==> src/rtl/irqc_pkg.sv <==
package irqc_pkg;
  localparam int NCLASSIC = 6;
  localparam int XNUM     = 4;
  localparam int NSRC     = NCLASSIC + XNUM;
  localparam int IDW      = $clog2(NSRC);

  // Classic block starts at 03h, extra block at 43h, 8 bytes per slot.
  function automatic logic [7:0] vec_of(input logic [IDW-1:0] idx);
    logic [7:0] base;
    base = {{(8-IDW){1'b0}}, idx} << 3;
    if (idx < IDW'(NCLASSIC)) vec_of = base + 8'h03;
    else                      vec_of = base + 8'h13;
  endfunction
endpackage

==> src/rtl/irqc_edge_cap.sv <==
module irqc_edge_cap #(
  parameter int STAGES = 2,
  parameter bit RISE   = 1'b1
) (
  input  logic clk,
  input  logic rst_n,
  input  logic pin,
  output logic edge_o,
  output logic wake_o
);
  localparam logic IDLE = ~RISE;

  logic [STAGES-1:0] sh_q, sh_d;
  logic              prev_q, prev_d;
  logic              cur;

  assign cur = sh_q[STAGES-1];

  always_comb begin
    sh_d   = {sh_q[STAGES-2:0], pin};
    prev_d = cur;
  end

  always_ff @(posedge clk or negedge rst_n) begin
    if (!rst_n) begin
      sh_q   <= {STAGES{IDLE}};
      prev_q <= IDLE;
    end else begin
      sh_q   <= sh_d;
      prev_q <= prev_d;
    end
  end

  generate
    if (RISE) begin : g_rise
      assign edge_o = cur & ~prev_q;
      assign wake_o = pin & ~prev_q;
    end else begin : g_fall
      assign edge_o = ~cur & prev_q;
      assign wake_o = ~pin & prev_q;
    end
  endgenerate
endmodule

==> src/rtl/irqc_pick.sv <==
module irqc_pick
  import irqc_pkg::*;
(
  input  logic [NSRC-1:0] active,
  input  logic [NSRC-1:0] pri,
  input  logic            svc_hi,
  input  logic            svc_lo,
  output logic            grant,
  output logic            grant_hi,
  output logic [IDW-1:0]  grant_idx
);
  logic [NSRC-1:0] hi_set, lo_set;
  logic            hi_any, lo_any;
  logic [IDW-1:0]  hi_idx, lo_idx;

  assign hi_set = active & pri;
  assign lo_set = active & ~pri;

  always_comb begin
    hi_any = 1'b0;
    hi_idx = '0;
    for (int i = NSRC - 1; i >= 0; i--) begin
      if (hi_set[i]) begin
        hi_any = 1'b1;
        hi_idx = IDW'(i);
      end
    end
  end

  always_comb begin
    lo_any = 1'b0;
    lo_idx = '0;
    for (int i = NSRC - 1; i >= 0; i--) begin
      if (lo_set[i]) begin
        lo_any = 1'b1;
        lo_idx = IDW'(i);
      end
    end
  end

  always_comb begin
    grant     = 1'b0;
    grant_hi  = 1'b0;
    grant_idx = '0;
    if (hi_any) begin
      grant     = ~svc_hi;
      grant_hi  = 1'b1;
      grant_idx = hi_idx;
    end else if (lo_any) begin
      grant     = ~svc_hi & ~svc_lo;
      grant_idx = lo_idx;
    end
  end
endmodule

==> src/rtl/irqc_svc.sv <==
module irqc_svc (
  input  logic clk,
  input  logic rst_n,
  input  logic push,
  input  logic push_hi,
  input  logic pop,
  output logic svc_hi,
  output logic svc_lo
);
  logic hi_q, hi_d, lo_q, lo_d;

  always_comb begin
    hi_d = hi_q;
    lo_d = lo_q;
    if (pop) begin
      if (hi_q) hi_d = 1'b0;
      else      lo_d = 1'b0;
    end
    if (push) begin
      if (push_hi) hi_d = 1'b1;
      else         lo_d = 1'b1;
    end
  end

  always_ff @(posedge clk or negedge rst_n) begin
    if (!rst_n) begin
      hi_q <= 1'b0;
      lo_q <= 1'b0;
    end else begin
      hi_q <= hi_d;
      lo_q <= lo_d;
    end
  end

  assign svc_hi = hi_q;
  assign svc_lo = lo_q;
endmodule

==> src/rtl/prio_irq_ctrl.sv <==
module prio_irq_ctrl
  import irqc_pkg::*;
#(
  parameter int SYNC_STAGES = 2
) (
  input  logic            clk,
  input  logic            rst_n,
  input  logic            ext0_req,
  input  logic            tmr0_req,
  input  logic            ext1_req,
  input  logic            tmr1_req,
  input  logic            ser_tx_done,
  input  logic            ser_rx_done,
  input  logic            tmr2_req,
  input  logic [XNUM-1:0] xint_pin,
  input  logic            glb_en,
  input  logic [5:0]      cls_en,
  input  logic [5:0]      cls_pri,
  input  logic [XNUM-1:0] ext_en,
  input  logic [XNUM-1:0] ext_pri,
  input  logic [XNUM-1:0] xflag_clr,
  input  logic            ack_i,
  input  logic            ret_i,
  output logic            irq_o,
  output logic            irq_hi_o,
  output logic [7:0]      vec_o,
  output logic [XNUM-1:0] xflag_o,
  output logic            svc_hi_o,
  output logic            svc_lo_o,
  output logic            wake_o
);
  logic [XNUM-1:0] x_edge, x_wake;
  logic [XNUM-1:0] xflag_q, xflag_d, ack_clr;
  logic [NSRC-1:0] pend, enab, active, pri_all;
  logic            grant, grant_hi;
  logic [IDW-1:0]  grant_idx;
  logic            irq_q, irq_d, lvl_q, lvl_d;
  logic [IDW-1:0]  idx_q, idx_d;
  logic            ack_ok;
  logic            svc_hi, svc_lo;

  // Even extra pins trigger on rising edges, odd ones on falling edges.
  generate
    for (genvar k = 0; k < XNUM; k++) begin : g_xin
      irqc_edge_cap #(
        .STAGES (SYNC_STAGES),
        .RISE   ((k % 2) == 0)
      ) u_cap (
        .clk    (clk),
        .rst_n  (rst_n),
        .pin    (xint_pin[k]),
        .edge_o (x_edge[k]),
        .wake_o (x_wake[k])
      );
      assign ack_clr[k] = ack_ok && (idx_q == IDW'(NCLASSIC + k));
    end
  endgenerate

  assign ack_ok = ack_i & irq_q;

  // A new edge wins over a clear in the same cycle.
  always_comb begin
    xflag_d = (xflag_q & ~(xflag_clr | ack_clr)) | x_edge;
  end

  always_ff @(posedge clk or negedge rst_n) begin
    if (!rst_n) xflag_q <= '0;
    else        xflag_q <= xflag_d;
  end

  assign pend    = {xflag_q, tmr2_req, ser_tx_done | ser_rx_done,
                    tmr1_req, ext1_req, tmr0_req, ext0_req};
  assign enab    = {ext_en, cls_en} & {NSRC{glb_en}};
  assign active  = pend & enab;
  assign pri_all = {ext_pri, cls_pri};

  irqc_pick u_pick (
    .active    (active),
    .pri       (pri_all),
    .svc_hi    (svc_hi),
    .svc_lo    (svc_lo),
    .grant     (grant),
    .grant_hi  (grant_hi),
    .grant_idx (grant_idx)
  );

  irqc_svc u_svc (
    .clk     (clk),
    .rst_n   (rst_n),
    .push    (ack_ok),
    .push_hi (lvl_q),
    .pop     (ret_i),
    .svc_hi  (svc_hi),
    .svc_lo  (svc_lo)
  );

  always_comb begin
    irq_d = grant & ~ack_ok;
    lvl_d = grant_hi;
    idx_d = grant_idx;
  end

  always_ff @(posedge clk or negedge rst_n) begin
    if (!rst_n) begin
      irq_q <= 1'b0;
      lvl_q <= 1'b0;
      idx_q <= '0;
    end else begin
      irq_q <= irq_d;
      lvl_q <= lvl_d;
      idx_q <= idx_d;
    end
  end

  assign irq_o    = irq_q;
  assign irq_hi_o = lvl_q;
  assign vec_o    = vec_of(idx_q);
  assign xflag_o  = xflag_q;
  assign svc_hi_o = svc_hi;
  assign svc_lo_o = svc_lo;
  assign wake_o   = |(x_wake & ext_en);
endmodule

==> config.mk <==
export PLATFORM = sky130hd
export DESIGN_NAME = prio_irq_ctrl
export DESIGN_NICKNAME = d
export VERILOG_FILES = /design/src/rtl/irqc_pkg.sv /design/src/rtl/irqc_edge_cap.sv /design/src/rtl/irqc_pick.sv /design/src/rtl/irqc_svc.sv /design/src/rtl/prio_irq_ctrl.sv
export SDC_FILE = /design/constraint.sdc
export NUM_CORES = 1
export LEC_CHECK = 0
export BUFFER_PORTS_ARGS = -buffer_cell sky130_fd_sc_hd__buf_2
export CELL_PAD_IN_SITES_DETAIL_PLACEMENT = 0
export CELL_PAD_IN_SITES_GLOBAL_PLACEMENT = 1
export CORE_ASPECT_RATIO = 1.1
export CORE_MARGIN = 1.5
export CORE_UTILIZATION = 37
export DETAILED_ROUTE_END_ITERATION = 8
export PLACE_DENSITY = 0.95
export SLEW_MARGIN = 20
export SYNTH_ARGS = -nofsm -noshare
export SYNTH_HDL_FRONTEND = slang
export SYNTH_SLANG_ARGS = --single-unit
export TNS_END_PERCENT = 5
==> constraint.sdc <==
create_clock -name clk -period 3.25 [get_ports clk]
set_input_delay 0.325 -clock clk [delete_from_list [all_inputs] [get_ports clk]]
set_output_delay 0.325 -clock clk [all_outputs]
set_load 0.02 [all_outputs]
==> reports/qor.csv <==
stage,metric,value,unit
setup_path,Crit. End Element,primary output,
floorplanning,Initial Util,39.3,%
floorplanning,DIE WIDTH,60.4,um
drt,DR vias,1241,
synth,Yosys top cell area share,33.6,%
synth,most frequent cell after synthesis,dfrtp_1,
synth,Ys Warns,0,
global_routing,Overflow after GRT,0,
cells_and_area,layout filler cell count,357,
synth,Post-synth EDFFs,0,
outcome,outcome,"complete, no violations",
setup_path,largest stage delay on the critical path,0.53,ns
cells_and_area,layout cells sized above 1,38.3,%
clock_network,clk buf depth,2,
synth,"FF+latch count, synth",24,
setup_path,Worst Path Buf+Inv,2,
cells_and_area,Multi-input gate area,639,um2
place,dpl hpwl,2.48,mm
synth,synth top area cells,"dfrtp_1 34%, dfstp_2 12%, nand4_1 5.6%",
drt,DRC violations left,0,
clock_network,H-tree Lvls,1,
setup_path,Worst path slowest cell,dfstp_2,
floorplanning,die area,4000,um2
pwr,VDD IR max,266,uV
setup_path,start-to-end type of the worst setup path,reg2out,
timing,Fmax,547,MHz
setup_path,Startpoint Class,flip-flop,
place,routability-driven placement congestion ratio,0.819,
clock_network,worst-skew pair later-pin latency,0.32,ns
global_routing,GR Util All Layers,16.2,%
setup_path,crit path cell chain,inv_1 -> o32a_1 -> o211ai_1 -> buf_2,
clock_network,clk sinks,24,
setup_path,Crit path required time,2.92,ns
run,max-cap check violation count,0,
global_routing,largest net degree at the start of global routing,25,
timing,minimum clock period,1.83,ns
clock_network,clock root buffer,clkbuf_4,
timing,RSZ-0062 raised after global routing,false,
floorplanning,core area,3410,um2
hold_path,Worst Hold Class,in2reg,
floorplanning,IO Count,57,
cells_and_area,final core utilization,48.9,%
drt,Pre-antenna DRT Iters,4,
setup_path,crit-path leading delay family,flip-flops,
synth,cells after synthesis,135,
timing,Final setup viols,0,
drt,final WL,3.06,mm
synth,post-synth cell types,42,
pwr,power per cell area,430,nW/um2
setup_path,crit path DAT,1.50,ns
drt,DR WL/cell,13.0,um
clock_network,CTS resizes,0,
clock_network,Clock transition at path regs,0.12,ns
global_routing,initial antenna violation count,0,
synth,most area-hungry cell type in the Yosys netlist,dfrtp_1,
pwr,static leakage,0.831,nW
timing,final hold violations,0,
setup_path,Crit Path Max Fanout,2,
synth,mapped cell area,1340,um2
global_routing,first-pass GRT wire length,4.89,mm
timing,final setup TNS,0,ns
synth,"Seq/Total Area, Yosys",45.3,%
timing,fin crit share,56.3,%
synth,most common flop cell mapped by yosys,dfrtp_1,
cells_and_area,Syn-to-layout area delta,24.3,%
synth,Synth top cells by count,"18 x dfrtp_1, 14 x nand2_1, 13 x inv_1, 12 x nand4_1, 7 x nor2_1",
floorplanning,die height,66.1,um
clock_network,Setup Buffers After CTS,0,
synth,ys async rst share,100,%
global_routing,vias in the first global route,1097,
synth,Synth Area per Inst,9.94,um2
timing,Pins Over Slew Limit,0,
floorplanning,Rows,22,
drt,Vias/cell,5.26,
cells_and_area,total area of sequential cells,608,um2
drt,Starting DRT DRC Count,67,
place,PortBufs,53,
timing,clk_skew,0.00149,ns
cells_and_area,NumNets Final,230,
cells_and_area,diodes inserted,0,
drt,Final ANT Viol Nets,0,
clock_network,CTS Buf Count,3,
clock_network,TritonCTS clock tree,done,
## final timing paths
check,startpoint,end,slack [ns],cells after the start
max in group asynchronous,rst_n,g_xin[1].u_cap.prev_q$_DFF_PN1_,2.40,2
worst min register to register,g_xin[0].u_cap.sh_q[0]$_DFF_PN0_,g_xin[0].u_cap.sh_q[1]$_DFF_PN0_,0.36,0
min in group asynchronous,rst_n,xflag_o[2]$_DFF_PN0_,0.50,2
worst max-delay path,g_xin[1].u_cap.prev_q$_DFF_PN1_,wake_o,1.42,4
worst max register to register,xflag_o[2]$_DFF_PN0_,idx_q[0]$_DFF_PN0_,1.63,5
worst min-delay path,xint_pin[3],g_xin[3].u_cap.sh_q[0]$_DFF_PN1_,0.1,1
## worst reg2reg max path: cells and delay by family (launching register included)
family,cells,cell delay [ns]
AND/OR/NAND/NOR,1,0.25
flip-flops,1,0.45
AO/OA/AOI/OAI,4,0.85
## registers in the layout, summed over array words and instances (netlist names)
signal,cells
g_xin.u_cap.sh_q,8
g_xin.u_cap.prev_q,4
irq_o,1
u_svc.svc_lo,1
idx_q,4
u_svc.svc_hi,1
irq_hi_o,1
xflag_o,4
## what timing repair did
action,in CTS,in global routing
setup endpoints to repair,0,0
endpoints found under the hold margin,18,0
hold buffers,1,0
## cell families after synthesis
family / Yosys count / synth area share, %
multiplexers: 1 / 0.746
AO/OA/AOI/OAI: 29 / 16.9
flip-flops: 24 / 45.3
AND/OR/NAND/NOR: 59 / 28.3
buffers and inverters: 19 / 7.28
adder cells (fa/ha/maj): 1 / 0.933
other: 2 / 0.560
## final cells by class
class / count / share of cell area [%]
inverters: 13 / 2.93
repair buffers: 54 / 16.5
flip-flops and latches: 24 / 36.5
clock buffers: 4 / 2.18
well taps: 48 / 3.60
multi-input cells: 93 / 38.3
## cell usage in the layout (no fill, tap or decap), types with 2 or more instances in the layout
cell type	count
nand3b_1	2
nor2_1	7
and4_1	2
nand4_1	12
dfstp_2	6
nor3_1	3
a21oi_1	4
nand4b_1	6
conb_1	3
o32ai_1	3
dfrtp_1	18
buf_2	53
inv_1	13
nand2b_1	2
clkbuf_4	3
nand2_1	14
o211ai_1	3
o21ai_0	6
nor4_1	3
## layer usage
| metal | vias to the layer above | GRT usage [%] | wire [um] |
|---|---|---|---|
| li1 | 612 | - | - |
| met1 | 583 | 21.3 | 1340 |
| met2 | 42 | 25.7 | 1530 |
| met3 | 4 | 3.13 | 151 |
| met4 | 0 | 6.94 | 44 |
| met5 | - | 0 | 0 |
## report_power, final
group / total (mW) / leakage, nW / switching, mW / internal [mW]
clock: 0.155 / 0.0210 / 0.0861 / 0.0686
sequential: 0.366 / 0.284 / 0.0321 / 0.333
combinational: 0.196 / 0.526 / 0.116 / 0.0803
total: 0.717 / 0.831 / 0.234 / 0.482
## metrics by stage
stage / hold WS [ns] / instance area (um2) / worst slack, ns / std cells / total power [mW]
final: 0.0978 / 1670 / 1.42 / 236 / 0.717
after floorplan: 0.0294 / 1350 / 1.69 / 136 / 0.490
after global routing: 0.0792 / 1670 / 1.34 / 236 / 0.765
after detailed placement: 0.324 / 1620 / 1.42 / 231 / 0.567
after CTS: 0.0963 / 1670 / 1.41 / 236 / 0.722
after global placement: 0.315 / 1620 / 1.49 / 231 / 0.565
Note: power is estimated with default switching activity, not from simulation.
